### src/rtl/bbd_pkg.sv
package bbd_pkg;

    typedef enum logic [1:0] {
        ST_IDLE,
        ST_SETUP,
        ST_RUN,
        ST_TAIL
    } bbd_state_e;

    // Odd parity: returned bit makes the total count of ones odd
    function automatic logic odd_par(input logic [7:0] b);
        return ~^b;
    endfunction

endpackage

### src/rtl/bbd_pacer.sv
// Strobe period / low-width timer, restarted at each strobe fall
module bbd_pacer #(
    parameter int PW = 8
) (
    input  logic          clk,
    input  logic          rst_n,
    input  logic [PW-1:0] cfg_period,
    input  logic          fall,
    output logic          gap_ok,
    output logic          rise_due
);
    localparam logic [PW-1:0] PH_MAX = {PW{1'b1}};
    localparam logic [PW-1:0] TP_MIN = PW'(2);

    typedef struct packed {
        logic [PW-1:0] ph;
    } pacer_t;

    pacer_t        q, d;
    logic [PW-1:0] eff_tp;
    logic [PW-1:0] low_w;

    always_comb begin
        eff_tp = (cfg_period < TP_MIN) ? TP_MIN : cfg_period;
        low_w  = eff_tp >> 1;
        d = q;
        if (fall) begin
            d.ph = PW'(1);
        end else if (q.ph != PH_MAX) begin
            d.ph = q.ph + PW'(1);
        end
    end

    assign gap_ok   = (q.ph >= eff_tp);
    assign rise_due = (q.ph == low_w);

    always_ff @(posedge clk or negedge rst_n) begin
        if (!rst_n) begin
            q <= '0;
        end else begin
            q <= d;
        end
    end
endmodule

### src/rtl/bbd_stop_ctl.sv
// Tracks request withdrawal, the final byte and the release delay
module bbd_stop_ctl #(
    parameter int REL_CYC = 9
) (
    input  logic clk,
    input  logic rst_n,
    input  logic active,
    input  logic clear,
    input  logic drq,
    input  logic fall,
    input  logic rise,
    output logic final_issued,
    output logic release_ok
);
    localparam int RCW = $clog2(REL_CYC + 1);
    localparam logic [RCW-1:0] RC_END = RCW'(REL_CYC);

    typedef struct packed {
        logic           armed;
        logic [RCW-1:0] rc;
        logic           last_fall;
        logic           last_done;
    } stop_t;

    stop_t q, d;

    always_comb begin
        d = q;
        if (clear) begin
            d = '0;
        end else if (active) begin
            if (!q.armed && !drq) begin
                d.armed = 1'b1;
                d.rc    = RCW'(1);
            end
            if (q.armed && q.rc < RC_END) begin
                d.rc = q.rc + RCW'(1);
            end
            if (fall && q.armed) begin
                d.last_fall = 1'b1;
            end
            if (rise && q.last_fall) begin
                d.last_done = 1'b1;
            end
        end
    end

    assign final_issued = q.last_fall;
    assign release_ok   = q.armed && (q.rc >= RC_END) && q.last_done;

    always_ff @(posedge clk or negedge rst_n) begin
        if (!rst_n) begin
            q <= '0;
        end else begin
            q <= d;
        end
    end
endmodule

### src/rtl/bbd_datapath.sv
// Write holding register, read capture and parity
module bbd_datapath #(
    parameter int DW = 8
) (
    input  logic          clk,
    input  logic          rst_n,
    input  logic          wr_take,
    input  logic [DW-1:0] in_data,
    input  logic          rd_cap,
    input  logic [DW-1:0] bus_d_i,
    input  logic          bus_p_i,
    input  logic          out_ready,
    output logic [DW-1:0] bus_d_o,
    output logic          bus_p_o,
    output logic          out_valid,
    output logic [DW-1:0] out_data,
    output logic          par_err
);
    import bbd_pkg::*;

    typedef struct packed {
        logic [DW-1:0] wr_d;
        logic          wr_p;
        logic [DW-1:0] rd_d;
        logic          rd_v;
        logic          err;
    } dp_t;

    dp_t q, d;

    always_comb begin
        d = q;
        if (wr_take) begin
            d.wr_d = in_data;
            d.wr_p = odd_par(in_data);
        end
        if (q.rd_v && out_ready) begin
            d.rd_v = 1'b0;
        end
        if (rd_cap) begin
            d.rd_d = bus_d_i;
            d.rd_v = 1'b1;
            if (bus_p_i != odd_par(bus_d_i)) begin
                d.err = 1'b1;
            end
        end
    end

    assign bus_d_o   = q.wr_d;
    assign bus_p_o   = q.wr_p;
    assign out_valid = q.rd_v;
    assign out_data  = q.rd_d;
    assign par_err   = q.err;

    always_ff @(posedge clk or negedge rst_n) begin
        if (!rst_n) begin
            q <= '0;
        end else begin
            q <= d;
        end
    end
endmodule

### src/rtl/bbd_dma_master.sv
module bbd_dma_master #(
    parameter int PW       = 8,
    parameter int DW       = 8,
    parameter int CS_SETUP = 2,
    parameter int REL_CYC  = 9
) (
    input  logic          clk,
    input  logic          rst_n,
    input  logic [PW-1:0] cfg_period,
    input  logic          cfg_dir,
    input  logic          drq_i,
    output logic          cs_n_o,
    output logic          cs_oe_o,
    output logic          stb_n_o,
    output logic          stb_oe_o,
    output logic          bus_drive_o,
    output logic [DW-1:0] bus_d_o,
    output logic          bus_p_o,
    input  logic [DW-1:0] bus_d_i,
    input  logic          bus_p_i,
    input  logic          in_valid,
    input  logic [DW-1:0] in_data,
    output logic          in_ready,
    output logic          out_valid,
    output logic [DW-1:0] out_data,
    input  logic          out_ready,
    output logic          par_err_o
);
    import bbd_pkg::*;

    localparam int SUW = $clog2(CS_SETUP + 1);
    localparam logic [SUW-1:0] SU_END = SUW'(CS_SETUP);

    typedef struct packed {
        bbd_state_e     st;
        logic           dir;
        logic           cs_oe;
        logic           stb_oe;
        logic           stb_n;
        logic [SUW-1:0] su;
    } ctl_t;

    ctl_t q, d;

    logic gap_ok, rise_due, final_issued, release_ok;
    logic can_fall, room, fall, rise;

    always_comb begin
        room     = q.dir ? (!out_valid || out_ready) : 1'b1;
        can_fall = ((q.st == ST_SETUP) && (q.su >= SU_END)) ||
                   ((q.st == ST_RUN) && q.stb_n && gap_ok && !final_issued);
        in_ready = can_fall && room && !q.dir;
        fall     = can_fall && room && (q.dir || in_valid);
        rise     = !q.stb_n && rise_due;

        d = q;
        if (fall) d.stb_n = 1'b0;
        if (rise) d.stb_n = 1'b1;

        case (q.st)
            ST_IDLE: begin
                if (drq_i) begin
                    d.st     = ST_SETUP;
                    d.cs_oe  = 1'b1;
                    d.stb_oe = 1'b1;
                    d.dir    = cfg_dir;
                    d.su     = SUW'(1);
                end
            end
            ST_SETUP: begin
                if (q.su < SU_END) d.su = q.su + SUW'(1);
                if (fall) d.st = ST_RUN;
            end
            ST_RUN: begin
                if (release_ok) begin
                    d.cs_oe = 1'b0;
                    d.st    = ST_TAIL;
                end
            end
            ST_TAIL: begin
                d.stb_oe = 1'b0;
                d.st     = ST_IDLE;
            end
            default: d.st = ST_IDLE;
        endcase
    end

    always_ff @(posedge clk or negedge rst_n) begin
        if (!rst_n) begin
            q       <= '0;
            q.st    <= ST_IDLE;
            q.stb_n <= 1'b1;
        end else begin
            q <= d;
        end
    end

    bbd_pacer #(.PW(PW)) i_pacer (
        .clk        (clk),
        .rst_n      (rst_n),
        .cfg_period (cfg_period),
        .fall       (fall),
        .gap_ok     (gap_ok),
        .rise_due   (rise_due)
    );

    bbd_stop_ctl #(.REL_CYC(REL_CYC)) i_stop (
        .clk          (clk),
        .rst_n        (rst_n),
        .active       ((q.st == ST_SETUP) || (q.st == ST_RUN)),
        .clear        (q.st == ST_TAIL),
        .drq          (drq_i),
        .fall         (fall),
        .rise         (rise),
        .final_issued (final_issued),
        .release_ok   (release_ok)
    );

    bbd_datapath #(.DW(DW)) i_dp (
        .clk       (clk),
        .rst_n     (rst_n),
        .wr_take   (fall && !q.dir),
        .in_data   (in_data),
        .rd_cap    (rise && q.dir),
        .bus_d_i   (bus_d_i),
        .bus_p_i   (bus_p_i),
        .out_ready (out_ready),
        .bus_d_o   (bus_d_o),
        .bus_p_o   (bus_p_o),
        .out_valid (out_valid),
        .out_data  (out_data),
        .par_err   (par_err_o)
    );

    assign cs_oe_o     = q.cs_oe;
    assign cs_n_o      = ~q.cs_oe;
    assign stb_n_o     = q.stb_n;
    assign stb_oe_o    = q.stb_oe;
    assign bus_drive_o = q.cs_oe && !q.dir;
endmodule

### config.mk
export PLATFORM = sky130hd
export DESIGN_NAME = bbd_dma_master
export DESIGN_NICKNAME = d
export VERILOG_FILES = /design/src/rtl/bbd_pkg.sv /design/src/rtl/bbd_pacer.sv /design/src/rtl/bbd_stop_ctl.sv /design/src/rtl/bbd_datapath.sv /design/src/rtl/bbd_dma_master.sv
export SDC_FILE = /design/constraint.sdc
export NUM_CORES = 1
export LEC_CHECK = 0
export BUFFER_PORTS_ARGS = -buffer_cell sky130_fd_sc_hd__buf_2
export CAP_MARGIN = 20
export CORE_MARGIN = 2
export CORE_UTILIZATION = 49
export DETAILED_ROUTE_END_ITERATION = 8
export PLACE_DENSITY = 0.75
export REMOVE_ABC_BUFFERS = 1
export SYNTH_ARGS = -nofsm -noshare
export SYNTH_HDL_FRONTEND = slang
export SYNTH_SLANG_ARGS = --single-unit
### constraint.sdc
create_clock -name clk -period 2.25 [get_ports clk]
set_input_delay 0.225 -clock clk [delete_from_list [all_inputs] [get_ports clk]]
set_output_delay 0.225 -clock clk [all_outputs]
set_load 0.02 [all_outputs]
==> results.md, run 1 <==
- The post-route clock skew is 0.0130 ns.
- The critical path buffer and inverter count is 2.
- The worst endpoint data arrival time is 2.44 ns.
- The endpoint of the worst hold-timing path is i_dp.out_valid.
- The boundary pin count is 56.
- Detailed placement finished with a half-perimeter wire length of 4.06 mm.
- Setup violations remaining at the end of the flow were counted as 10.
- Relative to the synthesized area, the layout overhead comes to 26.1%.
- After routing the design area is 3230 um^2.
- The maximum clock path buffer count is 2.
- The final layout contains 359 nets.
- The launching element type of the critical path is a flip-flop.
- The tool flagged a number of max-cap violations equal to 0.
- The floorplan step defined a die boundary enclosing 5820 um^2.
- The number of instances on the worst hold path is 2.
- The number of routed nets with antenna violations is 0.
- The minimum hold slack is 0.129 ns.
- The post-layout minimum cycle time is 2.26 ns.
- Setup repair after global routing could not meet its margin everywhere.
- The floorplan step set the die width to 76.3 um.
- The number of clock sinks seen by CTS is 42.
- The end of the worst register-to-register path is i_dp.bus_d_o[5].
- The start-to-end type of the worst setup path is reg2reg.
- The number of DRC violations after detailed-routing iteration 0 is 55.
- The number of antenna diodes in the final layout is 0.
- At the pin with the least slew margin, the transition time is 0.477 ns.
- Once the floorplan was initialized, standard cells occupied 50.4% of the core.
- The checks that failed: negative setup slack.
- In the post-route analysis, the smallest setup slack over all paths is -0.00870 ns.
- The number of rows in the core area is 26.
- For this run, the slowest stage of the critical path takes 0.42 ns.
- The library cells used most frequently in the layout, excluding fill and tap cells, are 54 x sky130_fd_sc_hd__buf_2, 41 x sky130_fd_sc_hd__dfrtp_1, 19 x sky130_fd_sc_hd__inv_1.
- The total CTS buffers is 5.
- The total overflow left after global routing is 0.
- The share of the Yosys chip area taken by registers is 41.1%.
- The worst register-to-register path has a setup slack of -0.009 ns.
- The biggest fanout along the worst timing path is 9.
- Buffers placed on the I/O ports in this run total 55.
- The number of storage elements in the synthesis netlist is 42.
- The sum of routed wire length over all layers is 5.31 mm.
- The number of max-slew violations in the final report came to 0.
- Cells fill 63.6% of the core in the end.
- The worst hold path begins at out_ready.
- Once placement finished, the instance area stood at 3050 um^2.
- During synthesis, Yosys emitted a total of 0 warnings.
- The worst setup path is captured at a flip-flop.
- Entering global routing, the biggest net connects 24 pins.
- The cell count after synthesis is 229.
- The fraction of layout cells with a size suffix above 1 is 38.3%.
- After clock tree synthesis, the clock-pin slew on the worst setup and hold paths is 0.08 ns.
- The analysis attributes to cell leakage a power of 1.61 nW.
- The average wire length per cell after detail routing is 13.9 um.
- The number of fill cells is 417.
- The pre-antenna-repair detailed-routing pass consisted of 5 iterations.
- The first global-routing pass estimated 8.93 mm of wire.
- The final hold violation count is 0.
- The dominant register cell in the synthesized netlist is sky130_fd_sc_hd__dfrtp_1.
- Total power for the finished layout comes to 3.66 mW.
- For this design the ratio of total power to cell area is 1130 nW/um^2.
- The critical path's top delay family is compound AO/OA/AOI/OAI gates.
- The number of global-route vias before repair was 2,041.
- Across the VDD grid, the largest voltage drop is 0.671 mV.
- TritonCTS built the clock tree.
- The worst pin sits at a relative slew slack of 68.2%.
- The path class of the tightest hold or removal check is in2reg.
- The DRC violation count after routing is 0.
- The vertical die dimension is 76.3 um.
- Summing over every cut layer, the via total after detailed routing is 2,021.
- The cell type of the slowest stage on the worst timing path is sky130_fd_sc_hd__dfrtp_1.
- The clock latency reported for the late side of the worst-skew pair is 0.29 ns.
- Yosys mapped a number of flops with a built-in enable equal to 0.
- The deepest level of the CTS H-tree is 2.
- The total area inside the core boundary comes to 5070 um^2.
- The fmax is 0.443 GHz.
- The number of cell instances on the worst register-to-register path is 8.
- The portion of the clock cycle consumed by the worst path in the final layout is 100%.
- The endpoint required time on the critical path is 2.43 ns.
- The share of flip-flops with an asynchronous set or reset after synthesis is 100%.
- Global routing used 18.7% of the available tracks across all layers.
- The mean area per synthesized cell is 11.2 um^2.
- The run finished, with violations left.
- The critical path runs through a total of 8 cells.
- In this run, distinct cell masters in the synthesized netlist total 51.
- In this run the cell area of the synthesized design comes to 2560 um^2.
- The worst register-to-register path begins at i_pacer.q[7].
- The signal on the critical path passes through ha_4 -> and3_4 -> a221o_1 -> a21boi_2 -> buf_4 -> a21oi_4 -> buf_12 -> mux2_4.
- Leaving out fill and tap cells, the most frequent cell in the layout is sky130_fd_sc_hd__buf_2.
- The initial antenna violation count is 0.
- The cell sitting at the root of the clock tree is a sky130_fd_sc_hd__clkbuf_8.
- Dividing the detail-routed via count by the number of cells gives 5.30.
- The congestion estimate from routability-driven global placement came to 0.776.
==> kinds of logic after synthesis <==
kind of cell,Yosys count,share of synthesized area [%]
DFF,42,41.1
and+or+nand+nor,54,12.2
adders and majority gates,18,8.80
buffers and inverters,19,2.79
AOI/OAI and AO/OA,48,13.8
muxes,22,12.1
xor gates and xnor gates,26,9.19
==> sequential cells by signal, indices dropped and copies added (netlist names), 5 cells and up <==
name	cells
i_dp.bus_d_o	8
i_dp.out_data	8
i_pacer.q	8
i_stop.q	6
q	5
==> area by class of cell <==
cell class	count	area [um^2]	share of cell area (%)
Sequential cell	42	1050	32.6
Clock buffer	6	72.6	2.25
Tap cell	70	87.6	2.71
Clock inverter	2	13.8	0.427
Multi-Input combinational cell	168	1490	46.3
Timing Repair Buffer	74	435	13.5
Inverter	19	71.3	2.21
==> where the power goes <==
group / total [mW] / switching, mW / internal [mW] / leakage [nW]
Sequential: 1.30 / 0.265 / 1.04 / 0.528
Combinational: 1.88 / 0.991 / 0.892 / 1.04
Clock: 0.474 / 0.255 / 0.219 / 0.0452
Total: 3.66 / 1.51 / 2.15 / 1.61
==> cells in the mapped netlist, types with 5 or more instances <==
master | instances | area share, %
sky130_fd_sc_hd__a21oi_1 | 10 | 2.0
sky130_fd_sc_hd__dfrtp_1 | 41 | 40
sky130_fd_sc_hd__ha_1 | 18 | 8.8
sky130_fd_sc_hd__inv_1 | 19 | 2.8
sky130_fd_sc_hd__mux2_4 | 17 | 10
sky130_fd_sc_hd__nand2_1 | 6 | 0.88
sky130_fd_sc_hd__nand2b_1 | 5 | 1.2
sky130_fd_sc_hd__nand3_1 | 5 | 0.98
sky130_fd_sc_hd__nor2_1 | 15 | 2.2
sky130_fd_sc_hd__nor3_1 | 5 | 0.98
sky130_fd_sc_hd__o21ai_0 | 8 | 1.6
sky130_fd_sc_hd__xnor2_1 | 18 | 6.2
sky130_fd_sc_hd__xor2_1 | 7 | 2.4
==> layer usage <==
layer / share of wire (%) / up-vias / GRT usage (%)
met5: 0 / - / 0
met4: 2.0 / 0 / 6.73
met3: 4.4 / 11 / 3.91
met2: 49 / 49 / 31.1
met1: 45 / 979 / 24.3
li1: - / 982 / -
==> through the flow <==
step | cells | setup WS (ns) | setup TNS [ns]
2_1_floorplan | 229 | 0.0437 | 0
3_3_place_gp | 370 | -0.102 | -0.876
3_5_place_dp | 370 | -0.170 | -1.23
4_1_cts | 380 | 0.00672 | 0
5_1_grt | 381 | -0.122 | -1.36
6_report | 381 | -0.00870 | -0.0606
==> worst max-delay path by stage <==
| stage | startpoint | to | slack, ns |
|---|---|---|---|
| after floorplan | cfg_period[6] | i_dp.bus_d_o[0] | 0.04 |
| after global placement | cfg_period[6] | q[7] | -0.10 |
| after detailed placement | cfg_period[6] | q[7] | -0.17 |
| after CTS | i_pacer.q[5] | in_ready | 0.007 |
| after global routing | i_pacer.q[5] | in_ready | -0.12 |
| final | i_pacer.q[7] | i_dp.bus_d_o[5] | -0.009 |
==> timing repair <==
item                                   CTS  global route
pin swaps                                3             6
buffers inserted                         1             4
hold buffers                             1             0
endpoints found under the hold margin   18             0
setup endpoints to repair                1            14
cloned                                   0             0
gates resized for setup                  3             7
No activity file was read; power rests on OpenSTA's default activity.
==> run 2: changes to the inputs <==
--- a/config.mk
+++ b/config.mk
@@ -7,10 +7,13 @@
 export LEC_CHECK = 0
 export BUFFER_PORTS_ARGS = -buffer_cell sky130_fd_sc_hd__buf_2
 export CAP_MARGIN = 20
+export CELL_PAD_IN_SITES_DETAIL_PLACEMENT = 0
+export CELL_PAD_IN_SITES_GLOBAL_PLACEMENT = 1
+export CORE_ASPECT_RATIO = 0.5
 export CORE_MARGIN = 2
-export CORE_UTILIZATION = 49
+export CORE_UTILIZATION = 38
 export DETAILED_ROUTE_END_ITERATION = 8
-export PLACE_DENSITY = 0.75
+export PLACE_DENSITY = 0.74
 export REMOVE_ABC_BUFFERS = 1
 export SYNTH_ARGS = -nofsm -noshare
 export SYNTH_HDL_FRONTEND = slang
==> results.md, run 2 (same netlist as run 1, synthesis figures left out) <==
- The flow ran to the end, and the final reports show no timing, DRC or antenna violations.
- The area of the core is 6600 um^2.
- The clock tree synthesis step divided the H-tree into 2 levels.
- The clock latency reported for the late side of the worst-skew pair is 0.28 ns.
- The number of global-route vias before repair came to 1,949.
- The average vias per placed instance is 4.97.
- The average wire length per cell after detail routing is 13.7 um.
- The post-layout minimum cycle time is 2.23 ns.
- In the layout the commonest cells are 54 x sky130_fd_sc_hd__buf_2, 41 x sky130_fd_sc_hd__dfrtp_1, 24 x sky130_fd_sc_hd__buf_4.
- The relative area change from synthesis to final layout is 33.6%.
- The instance area at placement is 3120 um^2.
- The maximum clock path buffer count is 2.
- The number of search-and-repair iterations in the first detailed-routing pass is 4.
- The number of max-slew violations in the final report is 0.
- The worst setup path is captured at an output port.
- Entering global routing, the biggest net connects 43 pins.
- The effective utilization at floorplan is 38.8%.
- The count of max-cap constraint violations is 0.
- STA classifies the critical path startpoint as a flip-flop.
- The count of placed standard cells including taps is 397.
- The worst-margin pin slew is 0.924 ns.
- The headroom to the max-slew limit is 38.4%.
- The final critical path takes up 99.1% of the cycle.
- Measured along the x axis, the die boundary spans 120 um.
- The maximum ir drop on the vdd rail is 0.416 mV.
- The routed design has 5.61 mm of wire.
- In this run the static leakage power is 1.68 nW.
- The fmax is 0.448 GHz.
- The net count of the finished layout is 365.
- The path class of the tightest hold or removal check is in2async.
- TritonCTS built the clock tree.
- The count of buffers inserted at the top-level ports is 55.
- The worst register-to-register path has a setup slack of 0.10 ns.
- The number of cells in the finished layout apart from fillers is 409.
- The number of clock sinks seen by CTS is 42.
- The number of routed nets with antenna violations is 0.
- The startpoint identified for the worst register-to-register timing path is i_pacer.q[5].
- The worst register-to-register path ends at i_dp.bus_d_o[5].
- The number of cell instances on the worst register-to-register path is 8.
- Measured on the finished design, the core utilization comes to 51.8%.
- The total global routing overflow is 0.
- The setup path with the least slack is of type reg2out.
- The first-pass GRT wire length is 9.25 mm.
- The finished cells cover 3420 um^2.
- The number of DRC violations after detailed-routing iteration 0 is 91.
- The slack of the critical path is 0.0200 ns.
- Summed over all failing endpoints, the final setup total negative slack is 0 ns.
- The fraction of layout cells with a size suffix above 1 is 40.7%.
- The power per unit of standard cell area is 1220 nW/um^2.
- For the final database, setup skew stands at 0.00794 ns.
- Hold is met by 0.0825 ns.
- OpenSTA, run right after detailed placement, puts the worst setup slack at -0.225 ns.
- The congestion estimate from routability-driven global placement came to 0.825.
- For this run, design rule violations remaining after detail routing come to 0.
- Data arrives at the worst endpoint at 2.01 ns.
- The number of rows in the core area is 21.
- The cell chosen for the clock root is sky130_fd_sc_hd__clkbuf_16.
- The final hold violation count is 0.
- The number of antenna diodes is 0.
- Counting the buffers created by CTS gives 5.
- The total die area is 7450 um^2.
- Along the worst path, the maximum fanout reaches 3.
- Leaving out fill and tap cells, the most frequent cell in the layout is sky130_fd_sc_hd__buf_2.
- After clock tree synthesis, the clock-pin slew on the worst setup and hold paths is 0.06 ns.
- Buffers inserted to repair hold after CTS numbered 0.
- The vertical die dimension is 62.0 um.
- The total half-perimeter wirelength after legalization and detailed placement is 4.37 mm.
- The setup-violating endpoint count in the final report is 0.
- Pin placement for this block handled 56 I/O pins.
- Detailed routing inserted a total of 2,033 vias.
- Setup repair after global routing could not meet its margin everywhere.
- The initial antenna violation count came to 0.
- Global routing used 15.7% of the available tracks across all layers.
- The overall power is 4.17 mW.
- At the worst endpoint, the required time is 2.03 ns.
-- run 2: cell count changes in the layout (fill, tap and decap cells not counted), moves of 2 or more --
cell                        previous run  this run
sky130_fd_sc_hd__buf_4                18        24
sky130_fd_sc_hd__clkbuf_16             0         5
sky130_fd_sc_hd__clkbuf_8              5         1
sky130_fd_sc_hd__a221oi_1              0         2
sky130_fd_sc_hd__a221oi_2              3         1
sky130_fd_sc_hd__bufinv_16             0         2
sky130_fd_sc_hd__ha_1                 17        15
-- run 2: where the power goes --
group / internal, mW / switching [mW]
combinational: 0.924 / 0.990
sequential: 1.04 / 0.262
clock: 0.666 / 0.287
total: 2.63 / 1.54
-- run 2: worst max path at each step --
| stage | startpoint | end | slack [ns] |
|---|---|---|---|
| final | i_pacer.q[5] | in_ready | 0.02 |
| after global routing | i_pacer.q[5] | in_ready | -0.05 |
| after CTS | i_pacer.q[5] | in_ready | -0.002 |
| after global placement | cfg_period[6] | q[7] | -0.15 |
| after floorplan | cfg_period[6] | i_dp.bus_d_o[0] | 0.04 |
| after detailed placement | cfg_period[6] | i_pacer.q[6] | -0.23 |
-- run 2: what timing repair did --
action,4_1_cts,5_1_grt
setup buffers,3,1
resized for setup,8,5
setup endpoints to repair,2,4
pin swaps,6,3
-- run 2: per-layer routing --
| layer | routed length (um) | vias to the layer above | global-route usage, % |
|---|---|---|---|
| li1 | - | 998 | - |
| met1 | 2740 | 979 | 21.3 |
| met2 | 2580 | 52 | 27.2 |
| met3 | 263 | 4 | 3.01 |
| met4 | 24 | 0 | 3.03 |
| met5 | 0 | - | 0 |
-- run 2: worst max-delay path: stages (launching register included) --
cell and delay (ns):
sky130_fd_sc_hd__dfrtp_1 0.40, sky130_fd_sc_hd__ha_1 0.28, sky130_fd_sc_hd__and3_4 0.17, sky130_fd_sc_hd__a221o_1 0.39, sky130_fd_sc_hd__a21boi_2 0.17, sky130_fd_sc_hd__buf_4 0.14
sky130_fd_sc_hd__a21oi_2 0.05, sky130_fd_sc_hd__buf_6 0.14
-- run 2: layout make-up --
cell class	instances	area [um^2]
inverters	19	71.3
clock buffers	6	139
multi-input cells	168	1500
fillers	594	3180
flip-flops and latches	42	1050
clock inverters	2	60.1
repair buffers	80	482
well taps	92	115
